`src/rtl/csu_pkg.sv`:
```
package csu_pkg;

    typedef enum logic [2:0] {
        OPK_NONE,
        OPK_JMP,
        OPK_CALL,
        OPK_RET,
        OPK_RST
    } op_kind_e;

    typedef struct packed {
        op_kind_e kind;
        logic     is_cond;
    } op_dec_t;

    typedef enum logic [1:0] {
        ST_IDLE,
        ST_LO,
        ST_HI
    } csu_state_e;

endpackage

```
`src/rtl/csu_decode.sv`:
```
module csu_decode
    import csu_pkg::*;
(
    input  logic [7:0] opcode,
    output op_dec_t    dec,
    output logic [2:0] vec
);

    assign vec = opcode[5:3];

    always_comb begin
        dec.kind    = OPK_NONE;
        dec.is_cond = 1'b0;
        if (opcode[7:6] == 2'b01) begin
            case (opcode[2:0])
                3'b100: dec.kind = OPK_JMP;
                3'b000: begin dec.kind = OPK_JMP;  dec.is_cond = 1'b1; end
                3'b110: dec.kind = OPK_CALL;
                3'b010: begin dec.kind = OPK_CALL; dec.is_cond = 1'b1; end
                default: dec.kind = OPK_NONE;
            endcase
        end else if (opcode[7:6] == 2'b00) begin
            case (opcode[2:0])
                3'b111: dec.kind = OPK_RET;
                3'b011: begin dec.kind = OPK_RET; dec.is_cond = 1'b1; end
                3'b101: dec.kind = OPK_RST;
                default: dec.kind = OPK_NONE;
            endcase
        end
    end

endmodule

```
`src/rtl/csu_stack.sv`:
```
module csu_stack #(
    parameter int AW    = 14,
    parameter int DEPTH = 8
) (
    input  logic          clk,
    input  logic          rst_n,
    input  logic          wr_cur,
    input  logic [AW-1:0] cur_d,
    input  logic          push,
    input  logic [AW-1:0] push_d,
    input  logic          pop,
    output logic [AW-1:0] top_q
);

    localparam int PW = $clog2(DEPTH);

    logic [AW-1:0] mem [DEPTH];
    logic [PW-1:0] ptr;
    logic [PW-1:0] ptr_nx;

    assign ptr_nx = ptr + PW'(1);
    assign top_q  = mem[ptr];

    always_ff @(posedge clk or negedge rst_n) begin
        if (!rst_n) begin
            ptr <= '0;
            for (int i = 0; i < DEPTH; i++) mem[i] <= '0;
        end else begin
            if (wr_cur) mem[ptr] <= cur_d;
            if (push) begin
                ptr         <= ptr_nx;
                mem[ptr_nx] <= push_d;
            end else if (pop) begin
                ptr <= ptr - PW'(1);
            end
        end
    end

    AST_PUSH_NEW_TOP: assert property (@(posedge clk) disable iff (!rst_n)
        push |=> top_q == $past(push_d));
    AST_PUSH_KEEPS_RETURN: assert property (@(posedge clk) disable iff (!rst_n)
        (push && wr_cur) |=> mem[$past(ptr)] == $past(cur_d));
    AST_POP_STEPS_BACK: assert property (@(posedge clk) disable iff (!rst_n)
        (pop && !push) |=> ptr == $past(ptr) - PW'(1));
    AST_PTR_HELD: assert property (@(posedge clk) disable iff (!rst_n)
        (!push && !pop) |=> $stable(ptr));
    AST_NO_PUSH_AND_POP: assert property (@(posedge clk) disable iff (!rst_n)
        !(push && pop));

endmodule

```
`src/rtl/callstack_unit.sv`:
```
module callstack_unit
    import csu_pkg::*;
#(
    parameter int AW    = 14,
    parameter int DEPTH = 8
) (
    input  logic          clk,
    input  logic          rst_n,
    input  logic          op_valid,
    input  logic [7:0]    opcode,
    input  logic          cond_true,
    input  logic          byte_valid,
    input  logic [7:0]    byte_in,
    output logic [AW-1:0] fetch_addr,
    output logic          pc_inc
);

    localparam int VEC_SHIFT = 3;
    localparam int PAD_W     = AW - 3 - VEC_SHIFT;

    csu_state_e    state_q, state_d;
    op_kind_e      kind_q;
    logic          taken_q;
    logic [7:0]    lo_q;

    op_dec_t       dec;
    logic [2:0]    vec;
    logic          taken_now;
    logic [AW-1:0] pc_plus;
    logic [AW-1:0] tgt;

    logic          wr_cur, push, pop;
    logic [AW-1:0] cur_d, push_d;

    csu_decode u_dec (
        .opcode (opcode),
        .dec    (dec),
        .vec    (vec)
    );

    csu_stack #(.AW(AW), .DEPTH(DEPTH)) u_stack (
        .clk    (clk),
        .rst_n  (rst_n),
        .wr_cur (wr_cur),
        .cur_d  (cur_d),
        .push   (push),
        .push_d (push_d),
        .pop    (pop),
        .top_q  (fetch_addr)
    );

    assign pc_plus   = fetch_addr + AW'(1);
    assign tgt       = AW'({byte_in, lo_q});
    assign taken_now = !dec.is_cond || cond_true;

    // next-state logic
    always_comb begin
        state_d = state_q;
        unique case (state_q)
            ST_IDLE: if (op_valid && (dec.kind == OPK_JMP || dec.kind == OPK_CALL))
                         state_d = ST_LO;
            ST_LO:   if (byte_valid) state_d = ST_HI;
            ST_HI:   if (byte_valid) state_d = ST_IDLE;
            default: state_d = ST_IDLE;
        endcase
    end

    // state register
    always_ff @(posedge clk or negedge rst_n) begin
        if (!rst_n) begin
            state_q <= ST_IDLE;
            kind_q  <= OPK_NONE;
            taken_q <= 1'b0;
            lo_q    <= '0;
        end else begin
            state_q <= state_d;
            if (state_q == ST_IDLE && op_valid) begin
                kind_q  <= dec.kind;
                taken_q <= taken_now;
            end
            if (state_q == ST_LO && byte_valid) lo_q <= byte_in;
        end
    end

    // outputs and stack controls
    always_comb begin
        pc_inc = 1'b0;
        wr_cur = 1'b0;
        cur_d  = pc_plus;
        push   = 1'b0;
        push_d = tgt;
        pop    = 1'b0;
        unique case (state_q)
            ST_IDLE: begin
                if (op_valid) begin
                    pc_inc = 1'b1;
                    wr_cur = 1'b1;
                    if (dec.kind == OPK_RET) begin
                        pop = taken_now;
                    end else if (dec.kind == OPK_RST) begin
                        push   = 1'b1;
                        push_d = {{PAD_W{1'b0}}, vec, {VEC_SHIFT{1'b0}}};
                    end
                end else if (byte_valid) begin
                    pc_inc = 1'b1;
                    wr_cur = 1'b1;
                end
            end
            ST_LO: begin
                if (byte_valid) begin
                    pc_inc = 1'b1;
                    wr_cur = 1'b1;
                end
            end
            ST_HI: begin
                if (byte_valid) begin
                    pc_inc = 1'b1;
                    wr_cur = 1'b1;
                    if (taken_q && kind_q == OPK_JMP) cur_d = tgt;
                    else if (taken_q && kind_q == OPK_CALL) push = 1'b1;
                end
            end
            default: ;
        endcase
    end

    AST_LO_STEP: assert property (@(posedge clk) disable iff (!rst_n)
        (state_q == ST_LO && byte_valid) |=> fetch_addr == $past(fetch_addr) + AW'(1));
    AST_OP_IGNORED: assert property (@(posedge clk) disable iff (!rst_n)
        (state_q != ST_IDLE && op_valid && !byte_valid) |=> $stable(fetch_addr) && state_q == $past(state_q));
    AST_RST_ALIGNED: assert property (@(posedge clk) disable iff (!rst_n)
        (state_q == ST_IDLE && op_valid && dec.kind == OPK_RST) |=> fetch_addr[2:0] == 3'b000 && fetch_addr[AW-1:6] == '0);
    AST_FALSE_COND_STEP: assert property (@(posedge clk) disable iff (!rst_n)
        (state_q == ST_HI && byte_valid && !taken_q) |=> fetch_addr == $past(fetch_addr) + AW'(1));
    AST_NO_INC_WITHOUT_BYTE: assert property (@(posedge clk) disable iff (!rst_n)
        (!op_valid && !byte_valid) |-> !pc_inc);

endmodule

```
`config.mk`:
```
export PLATFORM = sky130hd
export DESIGN_NAME = callstack_unit
export DESIGN_NICKNAME = d
export VERILOG_FILES = /design/src/rtl/csu_pkg.sv /design/src/rtl/csu_decode.sv /design/src/rtl/csu_stack.sv /design/src/rtl/callstack_unit.sv
export SDC_FILE = /design/constraint.sdc
export NUM_CORES = 1
export LEC_CHECK = 0
export BUFFER_PORTS_ARGS = -buffer_cell sky130_fd_sc_hd__buf_2
export CAP_MARGIN = 20
export CORE_MARGIN = 5
export CORE_UTILIZATION = 47
export CTS_BUF_LIST = sky130_fd_sc_hd__clkbuf_8
export DETAILED_ROUTE_END_ITERATION = 10
export PLACE_DENSITY = 0.73
export SLEW_MARGIN = 20
export SYNTH_ARGS = -nofsm -noshare
export SYNTH_HDL_FRONTEND = slang
export SYNTH_SLANG_ARGS = --single-unit
```
`constraint.sdc`:
```
create_clock -name clk -period 7 [get_ports clk]
set_clock_uncertainty 0.05 [all_clocks]
set_input_delay 0.35 -clock clk [delete_from_list [all_inputs] [get_ports clk]]
set_output_delay 0.35 -clock clk [all_outputs]
set_load 0.05 [all_outputs]
```
# --- After elaboration in Yosys (flattened, before gate mapping) ---
# Cells that the tools add are included.
totals:
  register_bits: 129
  output_inout_bits: 15
  inputBits: 21
  elab_cells: 103
classes:
  n_mux: 43
  n_addsub: 3
  eq_ne: 18
  reduce_logical: 20
  bitwise_logic: 2
  magnitude_cmp: 4
op_table:
  columns: ["operator", "count"]
  rows:
  - ["bitwise mux 112 bit", 2]
  - ["2-to-1 mux 112 bit", 2]
  - ["2-to-1 mux 14 bit", 11]
  - ["demux 14 bit (select 3 bit)", 2]
  - ["binary-select mux 14 bit (select 3 bit)", 1]
  - ["equality test 3 x 2 -> 1 bit, second input constant", 5]
  - ["equality test 3 bit, second input constant", 5]
  - ["adder 14 x 1 -> 14 bit, second input constant", 1]
  - ["2-to-1 mux 1 bit", 13]
  - ["OR reduction 2 bit", 5]
  - [">= comparator 4 bit, second input constant", 2]
  - ["less-than comparator 4 x 1 -> 1 bit, second input constant", 2]
  - ["2-to-1 mux 4 bit", 2]
  - ["NOT 3 -> 4 bit", 2]
  - ["logical AND 1 bit", 7]
  - ["equality test 3 x 1 -> 1 bit, second input constant", 2]
  - ["2-to-1 mux 2 bit", 3]
  - ["2-to-1 mux 3 bit", 2]
  - ["inequality test 2 bit, second input constant", 3]
  - ["case mux 2 bit (3 select lines)", 1]
  - ["case mux 3 bit (2 select lines)", 1]
  - ["equality test 2 x 1 -> 1 bit, second input constant", 2]
  - ["zero test 2 bit", 2]
  - ["case mux 1 bit (2 select lines)", 2]
  - ["other kinds (9)", 10]

# --- Depth between registers and ports, before layout ---
depth:
  depth_word: 12
  ltp_mapped: 13

# --- By module ---
# Synthesis repeated with hierarchy kept, for this count alone.
hier_totals:
  hier_cells: 587
  area_unflattened_um2: 8018.9
by_module_without_submodules:
  columns: ["module", "instances", "area_per_inst_um2", "seq_area_each_um2", "cells_each"]
  rows:
  - ["csu_stack", 1, 6698.9, 2877.8, 444]
  - ["callstack_unit", 1, 1227.4, 350.3, 131]
  - ["csu_decode", 1, 92.6, 0.0, 12]

# --- Worst setup path before layout ---
# Ideal clock, no wire load.
synth_path:
  kind: "register to register"
  from: "register u_stack.ptr[1]"
  to: "register u_stack.mem[13] in the netlist's numbering"
  slack_ps: 3555
  required_ps: 6805
  path_stages_with_launch: 11
  arrival_time_ps: 3250
  n_path_buf: 3
  setup_ps: 145
  path_cell_list: "dfrtp_1 buf_6 buf_12 buf_2 nor2_1 a22oi_1 o221ai_1 nand4_4 or4_1 nand3_2 o221ai_1"
synth_between:
  elab_chain_cells: 12
  word_cells_on_any_way: 24
synth_rtl:
  columns: ["item", "line_no", "source"]
  rows:
  - ["from (decl)", "csu_stack.sv:18", "logic [PW-1:0] ptr;"]
  - ["from (signal assigned)", "csu_stack.sv:31", "ptr <= ptr_nx;"]
  - ["from (signal assigned)", "csu_stack.sv:34", "ptr <= ptr - PW'(1);"]
  - ["NOT 3 -> 4 bit (implied by the code) (*)", "csu_stack.sv:22", "assign top_q = mem[ptr];"]
  - ["binary-select mux 14 bit (select 3 bit) (*)", "csu_stack.sv:22", null]
  - ["2-to-1 mux 14 bit (implied by the code) (*) (2 in series)", "csu_stack.sv:22", null]
  - ["named net fetch_addr[9]", "callstack_unit.sv:14", "output logic [AW-1:0] fetch_addr,"]
  - ["adder 14 x 1 -> 14 bit (*)", "callstack_unit.sv:52", "assign pc_plus = fetch_addr + AW'(1);"]
  - ["2-to-1 mux 14 bit", "callstack_unit.sv:119", "if (taken_q && kind_q == OPK_JMP) cur_d = tgt;"]
  - ["2-to-1 mux 14 bit", "callstack_unit.sv:116", "if (byte_valid) begin"]
  - ["2-to-1 mux 14 bit (*)", "callstack_unit.sv:93", "unique case (state_q)"]
  - ["bitwise mux 112 bit (*)", "csu_stack.sv:29", "if (wr_cur) mem[ptr] <= cur_d;"]
  - ["2-to-1 mux 112 bit (*)", "csu_stack.sv:29", null]
  - ["bitwise mux 112 bit", "csu_stack.sv:32", "mem[ptr_nx] <= push_d;"]
  - ["2-to-1 mux 112 bit (*)", "csu_stack.sv:30", "if (push) begin"]
  - ["to (signal, indexed assignment)", "csu_stack.sv:29", null]
  - ["to (signal, indexed assignment)", "csu_stack.sv:32", null]
  - ["to (decl)", "csu_stack.sv:17", "logic [AW-1:0] mem [DEPTH];"]
# The timed path passes the listed nets; every way through them passes the cells marked *. The select of a mux whose other input is x is not followed.
# A chain may end at the register's enable or synchronous reset.

# --- Worst setup path in the final report ---
layout_path:
  from: "register u_stack.ptr[0]"
  to: "register u_stack.mem[34] in the netlist's numbering"
layout_between:
  elab_chain_cells: 12
  word_cells_on_any_way: 24
layout_rtl:
  columns: ["item", "line_no"]
  rows:
  - ["NOT 3 -> 4 bit (implied by the code)", "csu_stack.sv:22, csu_stack.sv:29"]
  - ["binary-select mux 14 bit (select 3 bit)", "csu_stack.sv:22"]
  - ["2-to-1 mux 14 bit (implied by the code) (2 in series)", "csu_stack.sv:22"]
  - ["adder 14 x 1 -> 14 bit", "callstack_unit.sv:52"]
  - ["2-to-1 mux 14 bit", "callstack_unit.sv:119"]
  - ["2-to-1 mux 14 bit", "callstack_unit.sv:116"]
  - ["2-to-1 mux 14 bit", "callstack_unit.sv:93"]
  - ["bitwise mux 112 bit", "csu_stack.sv:29"]
  - ["2-to-1 mux 112 bit", "csu_stack.sv:29"]
  - ["bitwise mux 112 bit", "csu_stack.sv:32"]
  - ["2-to-1 mux 112 bit (*)", "csu_stack.sv:30"]
# Mark *: on every way between the ends. The rest lies on a longest branch, timed or not. The select of a mux whose other input is x is not followed.

==> reports/metrics.yaml <==
post-route-util_pct: 52.8
ys_warn_count: 0
cts_tree: "built"
status: "finished clean"
placementRows: 45
antenna_found_initial: 0
peakVddDrop_mv: 0.374
first_pass_iters: 5
synth_ff_type: "dfrtp_1"
period_needed_ns: 4.16
crit_path_max_fanout: 35
fill_cells: 1439
grt_max_degree: 66
min_path_type: "input pin to flop"
vias: 6735
synth_area_um2: 7390
setup_violations: 0
synth_area_leaders: "dfrtp_1 44%, a221o_1 5.4%, nand2_1 5.2%, nor2_1 4.3%, mux4_2 4.0%"
switching_share_pct: 48.0
worstSetupEndpointType: "flop"
cts_buffer_depth: 2
cts-root-buf: "clkbuf_8"
worst_hold_path.num_cells: 2
final.period_utilization_pct: 59.4
crit_start: "u_stack.ptr[0]"
area_delta_synth_final_pct: 9.49
pwr-share-comb_pct: 55.0
fin_ws_ns: 2.84
hpwl_um: 14700
synth_cells: 763
maxSlewViolCount: 0
ys_seq_area_share_pct: 43.7
port_buffers: 35
clkTransAtPathRegs_ns: 0.07
p_seq_share_pct: 30.0
core-area_um2: 15300
fin_area_um2: 8090
die_w_um: 135
grt_pass1_wl_um: 37000
synth_top_area_cell: "dfrtp_1"
tightest_slew_ns: 1.15
final_nets: 808
syn_avg_cell_area_um2: 9.68
crit_required_ns: 7.35
ys_types: 63
synth_top_cell_area_share_pct: 43.7
power_frac_clock_pct: 15.0
criticalPathCategory: "flop to flop"
rsz0062_at_grt: "no"
overflow: 0
wire_per_inst_um: 23.7
drive_gt1_share_pct: 15.1
power.density_nw_per_um2: 527
boundaryPins: 36
cts_buffers: 17
ys_async_sr_fraction_pct: 100
cts_post_setup_buffers_inserted: 0
drv_cap: 0
start_kind: "flop"
place_ws_ns: 2.94
hold_start: "opcode[7]"
fmax_ghz: 0.240
ys_ff_latch: 129
grt_pass1_vias: 6368
drt_iter0_drc: 967
ant_nets: 0
tns_ns: 0
synth_nets: 792
placed_area_um2: 7690
rr_worst_depth: 9
n_antenna_cell: 0
drc_errors: 0
cts_sinks: 129
final_hold_viol_count: 0
start_util_pct: 48.2
p_leak_nw: 3.47
r2r_start: "u_stack.ptr[0]"
die_h_um: 135
critPathArrivalTime_ns: 4.51
max-slew-margin-rel_pct: 23.2
internal-power_mw: 2.22
clk_latency_ns: 0.47
routed_wl_um: 23800
switching_power_mw: 2.05
groute.usage.overall_pct: 26.6
htree_levels: 4
viasPerCell: 6.73
die_area_um2: 18300
layout.cells.non_filler: 1001
gp_congestion: 0.947
dp.cells: 970
synth_edf_count: 0
==> layout by cell type (no fill, tap or decap), types with 3 or more instances in the layout <==
master and count:
ha_1 8, nor2_1 84, mux4_1 4, mux4_2 13
xnor2_1 4, o211ai_1 18, and3_1 12, nor3b_1 4
a22oi_1 4, buf_2 34, o311a_1 8, clkbuf_8 21
nor3_2 3, nor3_1 14, nor2b_1 7, a221o_1 40
nand3_1 10, buf_4 10, a31oi_1 9, o21ai_0 56
xor2_1 4, a21oi_1 39, mux2i_1 9, nand2_1 102
dfrtp_1 127, a211o_1 9, o31a_1 3, nand2b_1 5
o221ai_1 9, o21bai_1 8, o21a_1 10, inv_1 12
and2_1 7, mux2_2 22, o22ai_1 17
==> Yosys cell counts (all sizes together), types with 3 or more instances <==
| master | count |
|---|---|
| buf | 15 |
| a21oi | 39 |
| mux2i | 9 |
| ha | 8 |
| mux2 | 22 |
| nand4 | 3 |
| nor2b | 7 |
| nand2b | 5 |
| o21ai | 58 |
| nor4 | 3 |
| mux4 | 17 |
| o31a | 3 |
| nor3 | 18 |
| o31ai | 3 |
| o311a | 8 |
| and2 | 7 |
| nand2 | 102 |
| o211ai | 18 |
| nor3b | 4 |
| inv | 8 |
| clkbuf | 33 |
| o221ai | 9 |
| and3 | 12 |
| o22ai | 17 |
| o21a | 10 |
| dfrtp | 129 |
| a211o | 9 |
| a22oi | 5 |
| a221o | 40 |
| nand3 | 11 |
| o21bai | 8 |
| xnor2 | 4 |
| nor2 | 84 |
| xor2 | 4 |
| a31oi | 9 |
==> metrics by stage <==
stage,hold slack (ns),power [mW]
2_1_floorplan,0.00441,2.97
3_3_place_gp,0.405,3.53
3_5_place_dp,0.414,3.57
4_1_cts,0.0566,4.21
5_1_grt,0.0607,4.52
6_report,0.0565,4.26
==> routing by layer <==
layer  GRT usage [%]  wire (um)  vias up
met4            11.6       1010        0
li1                -          -     2903
met1            38.4       9840     3293
met2            37.8      10200      444
met3            6.72       2730       95
met5               0          0        -
==> layout make-up <==
class	count	area, um2	share of cell area [%]
Multi-Input combinational cell	577	3920	48.5
Sequential cell	129	3230	40.0
Clock buffer	21	289	3.57
Tap cell	211	264	3.26
Timing Repair Buffer	45	255	3.16
Clock inverter	9	92.6	1.14
Inverter	9	33.8	0.418
==> kinds of logic (layout without fill, tap and decap cells) <==
family	count (synthesis)	in the layout	synth area share, %
flops	129	129	43.7
fa+ha+maj	8	8	1.36
mux	48	48	9.96
simple gates	269	269	17.0
compound gates	244	244	23.6
buf+inv	57	84	3.42
xor+xnor	8	8	0.949
==> worst max-delay path, cell delays in order, from the launching register on <==
cell and delay, ns:
dfrtp_1 0.32, buf_4 0.38, clkinv_1 0.72, mux4_2 0.73, or2_2 0.33, ha_1 0.26
nand3_1 0.30, xor2_1 0.12, a21oi_1 0.58, a221o_1 0.28
==> registers in the layout, indices dropped and copies added (netlist names) <==
register     count
kind_q           3
u_stack.ptr      3
state_q          2
lo_q             8
taken_q          1
u_stack.mem    112
==> power groups by stage <==
| stage | Clock (mW) | Combinational, mW | Sequential [mW] |
|---|---|---|---|
| final | 0.639 | 2.34 | 1.28 |
| after detailed placement | 0 | 2.30 | 1.28 |
| after floorplan | 0 | 1.78 | 1.19 |
| after global placement | 0 | 2.26 | 1.27 |
| after global routing | 0.673 | 2.53 | 1.32 |
| after CTS | 0.634 | 2.30 | 1.27 |
==> final timing paths <==
kind | slack, ns | end
setup / recovery | 2.84 | u_stack.mem[34]
hold / removal | 0.06 | kind_q[0]
setup reg to reg | 2.84 | u_stack.mem[34]
hold reg to reg | 0.43 | kind_q[2]
max in group asynchronous | 4.99 | u_stack.ptr[1]
min in group asynchronous | 0.48 | u_stack.mem[33]
==> repair_timing <==
action,CTS,global route
gates resized for setup,0,0
hold buffers,1,0
hold endpoints to repair,64,0
No activity file was read; power rests on OpenSTA's default activity.
